### src/rtl/pwt_pkg.sv
package pwt_pkg;
   typedef enum logic [0:0] {
      OUT_COMB = 1'b0,
      OUT_REG  = 1'b1
   } out_mode_e;
endpackage

### src/rtl/pwt_page_reg.sv
module pwt_page_reg #(
   parameter int PAGE_W = 8
) (
   input  logic              clk,
   input  logic              rst_n,
   input  logic              wr,
   input  logic [PAGE_W-1:0] wdata,
   output logic [PAGE_W-1:0] page
);
   always_ff @(posedge clk or negedge rst_n) begin
      if (!rst_n)  page <= '0;
      else if (wr) page <= wdata;
   end
endmodule

### src/rtl/pwt_win_decode.sv
module pwt_win_decode #(
   parameter int CPU_AW  = 16,
   parameter int OFS_W   = 14,
   parameter int WIN_IDX = 2
) (
   input  logic [CPU_AW-1:0] addr,
   input  logic              vld,
   output logic              hit
);
   localparam int SEL_W = CPU_AW - OFS_W;
   localparam logic [SEL_W-1:0] SEL_VAL = SEL_W'(WIN_IDX);

   always_comb hit = vld && (addr[CPU_AW-1:OFS_W] == SEL_VAL);
endmodule

### src/rtl/pwt_addr_mux.sv
module pwt_addr_mux #(
   parameter int CPU_AW  = 16,
   parameter int OFS_W   = 14,
   parameter int PAGE_W  = 8,
   parameter int PHYS_AW = PAGE_W + OFS_W
) (
   input  logic [CPU_AW-1:0]  addr,
   input  logic               vld,
   input  logic               hit,
   input  logic [PAGE_W-1:0]  page,
   output logic [PHYS_AW-1:0] phys
);
   always_comb begin
      if (!vld)     phys = '0;
      else if (hit) phys = {page, addr[OFS_W-1:0]};
      else          phys = PHYS_AW'(addr);
   end
endmodule

### src/rtl/pwt_translator.sv
module pwt_translator
   import pwt_pkg::*;
#(
   parameter int        CPU_AW   = 16,
   parameter int        OFS_W    = 14,
   parameter int        PAGE_W   = 8,
   parameter int        WIN_IDX  = 2,
   parameter out_mode_e OUT_MODE = OUT_COMB,
   localparam int       PHYS_AW  = PAGE_W + OFS_W
) (
   input  logic               clk,
   input  logic               rst_n,
   input  logic [CPU_AW-1:0]  cpu_addr,
   input  logic               acc_vld,
   input  logic               pg_wr,
   input  logic [PAGE_W-1:0]  pg_wdata,
   output logic [PAGE_W-1:0]  pg_rdata,
   output logic [PHYS_AW-1:0] phys_addr,
   output logic               in_win
);
   localparam int SEL_W = CPU_AW - OFS_W;

   if (OFS_W < 1 || OFS_W >= CPU_AW) begin : g_bad_ofs
      $error("pwt_translator: OFS_W must lie in 1..CPU_AW-1");
   end
   if (WIN_IDX < 0 || WIN_IDX >= (1 << SEL_W)) begin : g_bad_idx
      $error("pwt_translator: WIN_IDX does not fit the select field");
   end
   if (PHYS_AW < CPU_AW) begin : g_bad_phys
      $error("pwt_translator: physical space narrower than cpu space");
   end
   if (PAGE_W < 1) begin : g_bad_page
      $error("pwt_translator: PAGE_W must be positive");
   end

   logic [PAGE_W-1:0]  page_q;
   logic               hit_c;
   logic [PHYS_AW-1:0] phys_c;

   pwt_page_reg #(.PAGE_W(PAGE_W)) u_page (
      .clk   (clk),
      .rst_n (rst_n),
      .wr    (pg_wr),
      .wdata (pg_wdata),
      .page  (page_q)
   );

   pwt_win_decode #(.CPU_AW(CPU_AW), .OFS_W(OFS_W), .WIN_IDX(WIN_IDX)) u_dec (
      .addr (cpu_addr),
      .vld  (acc_vld),
      .hit  (hit_c)
   );

   pwt_addr_mux #(.CPU_AW(CPU_AW), .OFS_W(OFS_W), .PAGE_W(PAGE_W),
                  .PHYS_AW(PHYS_AW)) u_mux (
      .addr (cpu_addr),
      .vld  (acc_vld),
      .hit  (hit_c),
      .page (page_q),
      .phys (phys_c)
   );

   assign pg_rdata = page_q;

   if (OUT_MODE == OUT_REG) begin : g_out_reg
      always_ff @(posedge clk or negedge rst_n) begin
         if (!rst_n) begin
            phys_addr <= '0;
            in_win    <= 1'b0;
         end else begin
            phys_addr <= phys_c;
            in_win    <= hit_c;
         end
      end
   end else begin : g_out_comb
      always_comb begin
         phys_addr = phys_c;
         in_win    = hit_c;
      end
   end
endmodule

### config.mk
export PLATFORM = sky130hd
export DESIGN_NAME = pwt_translator
export DESIGN_NICKNAME = d
export VERILOG_FILES = /design/src/rtl/pwt_pkg.sv /design/src/rtl/pwt_page_reg.sv /design/src/rtl/pwt_win_decode.sv /design/src/rtl/pwt_addr_mux.sv /design/src/rtl/pwt_translator.sv
export SDC_FILE = /design/constraint.sdc
export NUM_CORES = 1
export LEC_CHECK = 0
export BUFFER_PORTS_ARGS = -buffer_cell sky130_fd_sc_hd__buf_2
export CAP_MARGIN = 20
export CORE_MARGIN = 2
export CORE_UTILIZATION = 33
export CTS_CLUSTER_DIAMETER = 80
export CTS_CLUSTER_SIZE = 40
export DETAILED_ROUTE_END_ITERATION = 8
export HOLD_SLACK_MARGIN = 0.15
export PLACE_DENSITY = 0.83
export SYNTH_ARGS = -nofsm -noshare
export SYNTH_HDL_FRONTEND = slang
export SYNTH_SLANG_ARGS = --single-unit
### constraint.sdc
create_clock -name clk -period 1.4 [get_ports clk]
set_clock_uncertainty 0.2 [all_clocks]
set_input_delay 0.28 -clock clk [delete_from_list [all_inputs] [get_ports clk]]
set_output_delay 0.28 -clock clk [all_outputs]
set_load 0.05 [all_outputs]
==> impl_results.html <==
<table>
<tr><th>Metric</th><th>Value</th></tr>
<tr><th colspan="2">GRT</th></tr>
<tr><td>Global-route congestion overflow total</td><td>0</td></tr>
<tr><td>Maximum number of pins on one net before global-route repair</td><td>17</td></tr>
<tr><td>Vias in the first global route</td><td>635</td></tr>
<tr><td>Global-route wire length before repair</td><td>2920 um</td></tr>
<tr><td>Number of antenna violations at the first check in global routing</td><td>0</td></tr>
<tr><td>All-layer global routing usage</td><td>0.220</td></tr>
<tr><th colspan="2">Run</th></tr>
<tr><td>Maximum Capacitance Violations</td><td>0</td></tr>
<tr><th colspan="2">Floorplanning</th></tr>
<tr><td>Area enclosed by the die boundary</td><td>1730 um2</td></tr>
<tr><td>Number of primary I/O pins</td><td>59</td></tr>
<tr><td>Die span in x</td><td>41.6 um</td></tr>
<tr><td>Number of rows in the core area</td><td>13</td></tr>
<tr><td>Initial core utilization</td><td>0.358</td></tr>
<tr><td>Vertical die dimension</td><td>41.6 um</td></tr>
<tr><td>CORE AREA</td><td>1300 um2</td></tr>
<tr><th colspan="2">Power and ir drop</th></tr>
<tr><td>Cell area power density</td><td>838 nW/um2</td></tr>
<tr><td>Leakage dissipation</td><td>0.565 nW</td></tr>
<tr><td>Peak VDD IR</td><td>0.761 mV</td></tr>
<tr><th colspan="2">Synth</th></tr>
<tr><td>List of most frequent post-synthesis cells</td><td>20 x and2_1, 8 x dfrtp_1, 8 x mux2_2</td></tr>
<tr><td>Cell with the most instances after synthesis</td><td>and2_1</td></tr>
<tr><td>Seq/Total Area, Yosys</td><td>0.430</td></tr>
<tr><td>Count of yosys warnings during synthesis</td><td>0</td></tr>
<tr><td>Most common flop cell mapped by yosys</td><td>dfrtp_1</td></tr>
<tr><td>Synthesized-area fraction occupied by adder cells</td><td>0</td></tr>
<tr><td>Post-Synthesis Cell Area</td><td>465 um2</td></tr>
<tr><td>Complex-gate fraction of the synthesized area</td><td>0.0323</td></tr>
<tr><td>Count of state elements after synthesis</td><td>8</td></tr>
<tr><td>Syn Area/Cell</td><td>10.8 um2</td></tr>
<tr><td>Xor/xnor cell area share of the yosys netlist</td><td>0</td></tr>
<tr><td>Syn Nets</td><td>71</td></tr>
<tr><td>Number of unique standard cell types used by synthesis</td><td>10</td></tr>
<tr><td>Share of flip-flops with an asynchronous set or reset</td><td>1.00</td></tr>
<tr><td>Post-Synth Simple-Gate Area</td><td>0.301</td></tr>
<tr><td>Share of cell area taken by muxes after synthesis</td><td>0.194</td></tr>
<tr><td>Share of Yosys cell area claimed by the top area cell type</td><td>0.430</td></tr>
<tr><td>Ranking of synthesized cells by area</td><td>dfrtp_1 43%, and2_1 27%, mux2_2 19%, buf_6 2.4%, o211a_1 2.2%</td></tr>
<tr><td>Cell taking the most area after synthesis</td><td>dfrtp_1</td></tr>
<tr><td>Number of synthesized flops with an enable pin</td><td>0</td></tr>
<tr><td>Synthesized instance count</td><td>43</td></tr>
<tr><td>Main combinational cell family by area after synthesis</td><td>simple AND/OR/NAND/NOR gates</td></tr>
<tr><th colspan="2">Final layout</th></tr>
<tr><td>Final standard cell count with taps included and fillers excluded</td><td>130</td></tr>
<tr><td>Proportion of layout cells with a drive suffix above 1</td><td>0.800</td></tr>
<tr><td>Cell area after layout</td><td>1110 um2</td></tr>
<tr><td>Max FFs per register</td><td>8</td></tr>
<tr><td>Fill cell instance count of the final layout</td><td>76</td></tr>
<tr><td>Area growth from synthesis to layout</td><td>140%</td></tr>
<tr><td>Top Registers</td><td>u_page.page: 8 flops</td></tr>
<tr><td>Total Nets Final</td><td>145</td></tr>
<tr><td>Post-route core utilization</td><td>0.857</td></tr>
<tr><td>Most flop-heavy register</td><td>u_page.page</td></tr>
<tr><td># diodes</td><td>0</td></tr>
<tr><th colspan="2">Setup path</th></tr>
<tr><td>Crit path max-delay family</td><td>flip-flops</td></tr>
<tr><td>Depth of the critical timing path with buffers and inverters included</td><td>2</td></tr>
<tr><td>CP Class</td><td>flip-flop to primary output</td></tr>
<tr><td>Minimum setup slack among reg-to-reg paths</td><td>250 ps</td></tr>
<tr><td>Crit-path max FO</td><td>2</td></tr>
<tr><td>Worst setup endpoint</td><td>phys_addr[15]</td></tr>
<tr><td>Critical Path AT</td><td>1050 ps</td></tr>
<tr><td>Origin of the worst setup path</td><td>u_page.page[1]</td></tr>
<tr><td>Endpoint required time on the critical path</td><td>920 ps</td></tr>
<tr><td>R2R Path Start</td><td>u_page.page[0]</td></tr>
<tr><td>Endpoint kind of the worst setup timing path</td><td>primary output</td></tr>
<tr><td>Sequence of cells on the critical path</td><td>o211a_4 -&gt; buf_8</td></tr>
<tr><td>Number of buffer and inverter stages on the critical path</td><td>1</td></tr>
<tr><td>Worst reg-to-reg path cell count</td><td>2</td></tr>
<tr><td>Endpoint of the most critical register-to-register path</td><td>u_page.page[0]</td></tr>
<tr><td>Delay contributed by the slowest stage of the critical path</td><td>420 ps</td></tr>
<tr><td>Launching element type of the critical path</td><td>flip-flop</td></tr>
<tr><td>Library cell contributing the largest single delay on the critical path</td><td>dfrtp_2</td></tr>
<tr><th colspan="2">Routing</th></tr>
<tr><td>Number of iterations in the first detailed-routing pass</td><td>3</td></tr>
<tr><td>Remaining DRCs</td><td>0</td></tr>
<tr><td>Via density per instance</td><td>4.64</td></tr>
<tr><td>Post-DRT Antenna Nets</td><td>0</td></tr>
<tr><td>Post-Route WL</td><td>2200 um</td></tr>
<tr><td>Wirelength per Cell</td><td>17.0 um</td></tr>
<tr><td>1st-iter DRT viols</td><td>9</td></tr>
<tr><td>Via count of the routed design</td><td>603</td></tr>
<tr><th colspan="2">Clock network</th></tr>
<tr><td>Worst-skew pair later-pin latency</td><td>250 ps</td></tr>
<tr><td>Clock net sink count</td><td>8</td></tr>
<tr><td>Depth of the CTS H-tree</td><td>1</td></tr>
<tr><td>CTS root buf</td><td>clkbuf_4</td></tr>
<tr><td>CTS Buffer Depth</td><td>2</td></tr>
<tr><td>Inserted Clock Buffers</td><td>3</td></tr>
<tr><td>Clock slew at the register clock pins of the worst setup and hold paths</td><td>60 ps</td></tr>
<tr><td>CTS tree</td><td>yes</td></tr>
<tr><th colspan="2">STA</th></tr>
<tr><td>RSZ-0062 raised after global routing</td><td>true</td></tr>
<tr><td>Tightest Pin Transition</td><td>268 ps</td></tr>
<tr><td>Final setup vio count</td><td>10</td></tr>
<tr><td>Max-slew headroom</td><td>0.822</td></tr>
<tr><td>Setup TNS Final</td><td>-765 ps</td></tr>
<tr><td>Upper clock frequency limit</td><td>0.654 GHz</td></tr>
<tr><td>Final period utilization</td><td>1.09</td></tr>
<tr><td>Shortest period the worst path allows</td><td>1530 ps</td></tr>
<tr><td>Worst-case setup margin in the final layout</td><td>-130 ps</td></tr>
<tr><td>Smallest hold slack</td><td>227 ps</td></tr>
<tr><td>Final count of hold timing violations</td><td>0</td></tr>
<tr><td>Number of pins with negative max-slew slack in the final report</td><td>0</td></tr>
<tr><th colspan="2">Status</th></tr>
<tr><td>Result of the run</td><td>complete, but fails checks</td></tr>
<tr><td>Violations in the final reports</td><td>setup timing</td></tr>
<tr><th colspan="2">Place</th></tr>
<tr><td>RD Place Congestion</td><td>0.671</td></tr>
<tr><td>Area after detailed placement</td><td>817 um2</td></tr>
<tr><td>Buffers on Ports</td><td>58</td></tr>
<tr><td>HPWL reported at the end of detailed placement</td><td>1140 um</td></tr>
<tr><td>Number of placed instances with taps included</td><td>117</td></tr>
<tr><th colspan="2">Hold path</th></tr>
<tr><td>Hold Crit Class</td><td>input port to async pin</td></tr>
</table>
-- cell type report --
type / instances / area, um2 / share of cell area
Multi-Input combinational cell: 32 / 288 / 0.258
Tap cell: 15 / 18.8 / 0.0168
Sequential cell: 8 / 210 / 0.189
Clock buffer: 3 / 22.5 / 0.0202
Timing Repair Buffer: 72 / 576 / 0.516
-- logic make-up after synthesis --
logic type	count (synthesis)
and+or+nand+nor	22
buffers and inverters	3
DFF	8
muxes	8
AOI/OAI and AO/OA	2
-- layout by cell type, fill, tap and decap left out --
master / instances
nor2b_4: 1
and2_1: 14
mux2_2: 8
and2_4: 6
dlygate4sd3_1: 9
a21oi_4: 1
buf_6: 8
buf_2: 31
buf_4: 15
and3b_2: 1
buf_8: 8
clkbuf_4: 4
dfrtp_2: 8
o211a_4: 1
-- stage by stage --
| step | power [mW] | setup slack, ps |
|---|---|---|
| after CTS | 0.895 | -110 |
| after floorplan | 0.543 | -38.1 |
| after global placement | 0.645 | -238 |
| after detailed placement | 0.652 | -241 |
| after global routing | 0.975 | -160 |
| final | 0.934 | -130 |
-- metal layers --
layer,share of wire,global-route usage,vias up,routed length [um]
met5,0,0,-,0
met4,0.023,0.0774,0,51
met3,0.028,0.0174,4,62
met2,0.56,0.453,15,1220
met1,0.39,0.222,298,865
li1,-,-,286,-
-- timing repair --
item / 4_1_cts / 5_1_grt
endpoints found under the hold margin: 16 / 0
endpoints found under the setup margin: 12 / 24
gates resized for setup: 38 / 27
pin swaps: 5 / 2
hold buffers: 9 / 0
setup buffers: 1 / 0
-- worst min path at each step --
| stage | from | to | slack, ps | cells after the start |
|---|---|---|---|---|
| after floorplan | rst_n | u_page.page[0] | -220 | 0 |
| after global placement | rst_n | u_page.page[7] | -70 | 1 |
| after detailed placement | rst_n | u_page.page[6] | -70 | 1 |
| after CTS | rst_n | u_page.page[6] | 200 | 2 |
| after global routing | rst_n | u_page.page[3] | 250 | 2 |
| final | rst_n | u_page.page[3] | 230 | 2 |
-- where the power goes --
group	leakage (nW)	total, mW	internal [mW]	switching (mW)
logic	0.465	0.472	0.186	0.285
registers	0.0855	0.280	0.259	0.0213
clock network	0.0138	0.183	0.0985	0.0840
total	0.565	0.934	0.544	0.391
(Power assumes the default switching activity.)
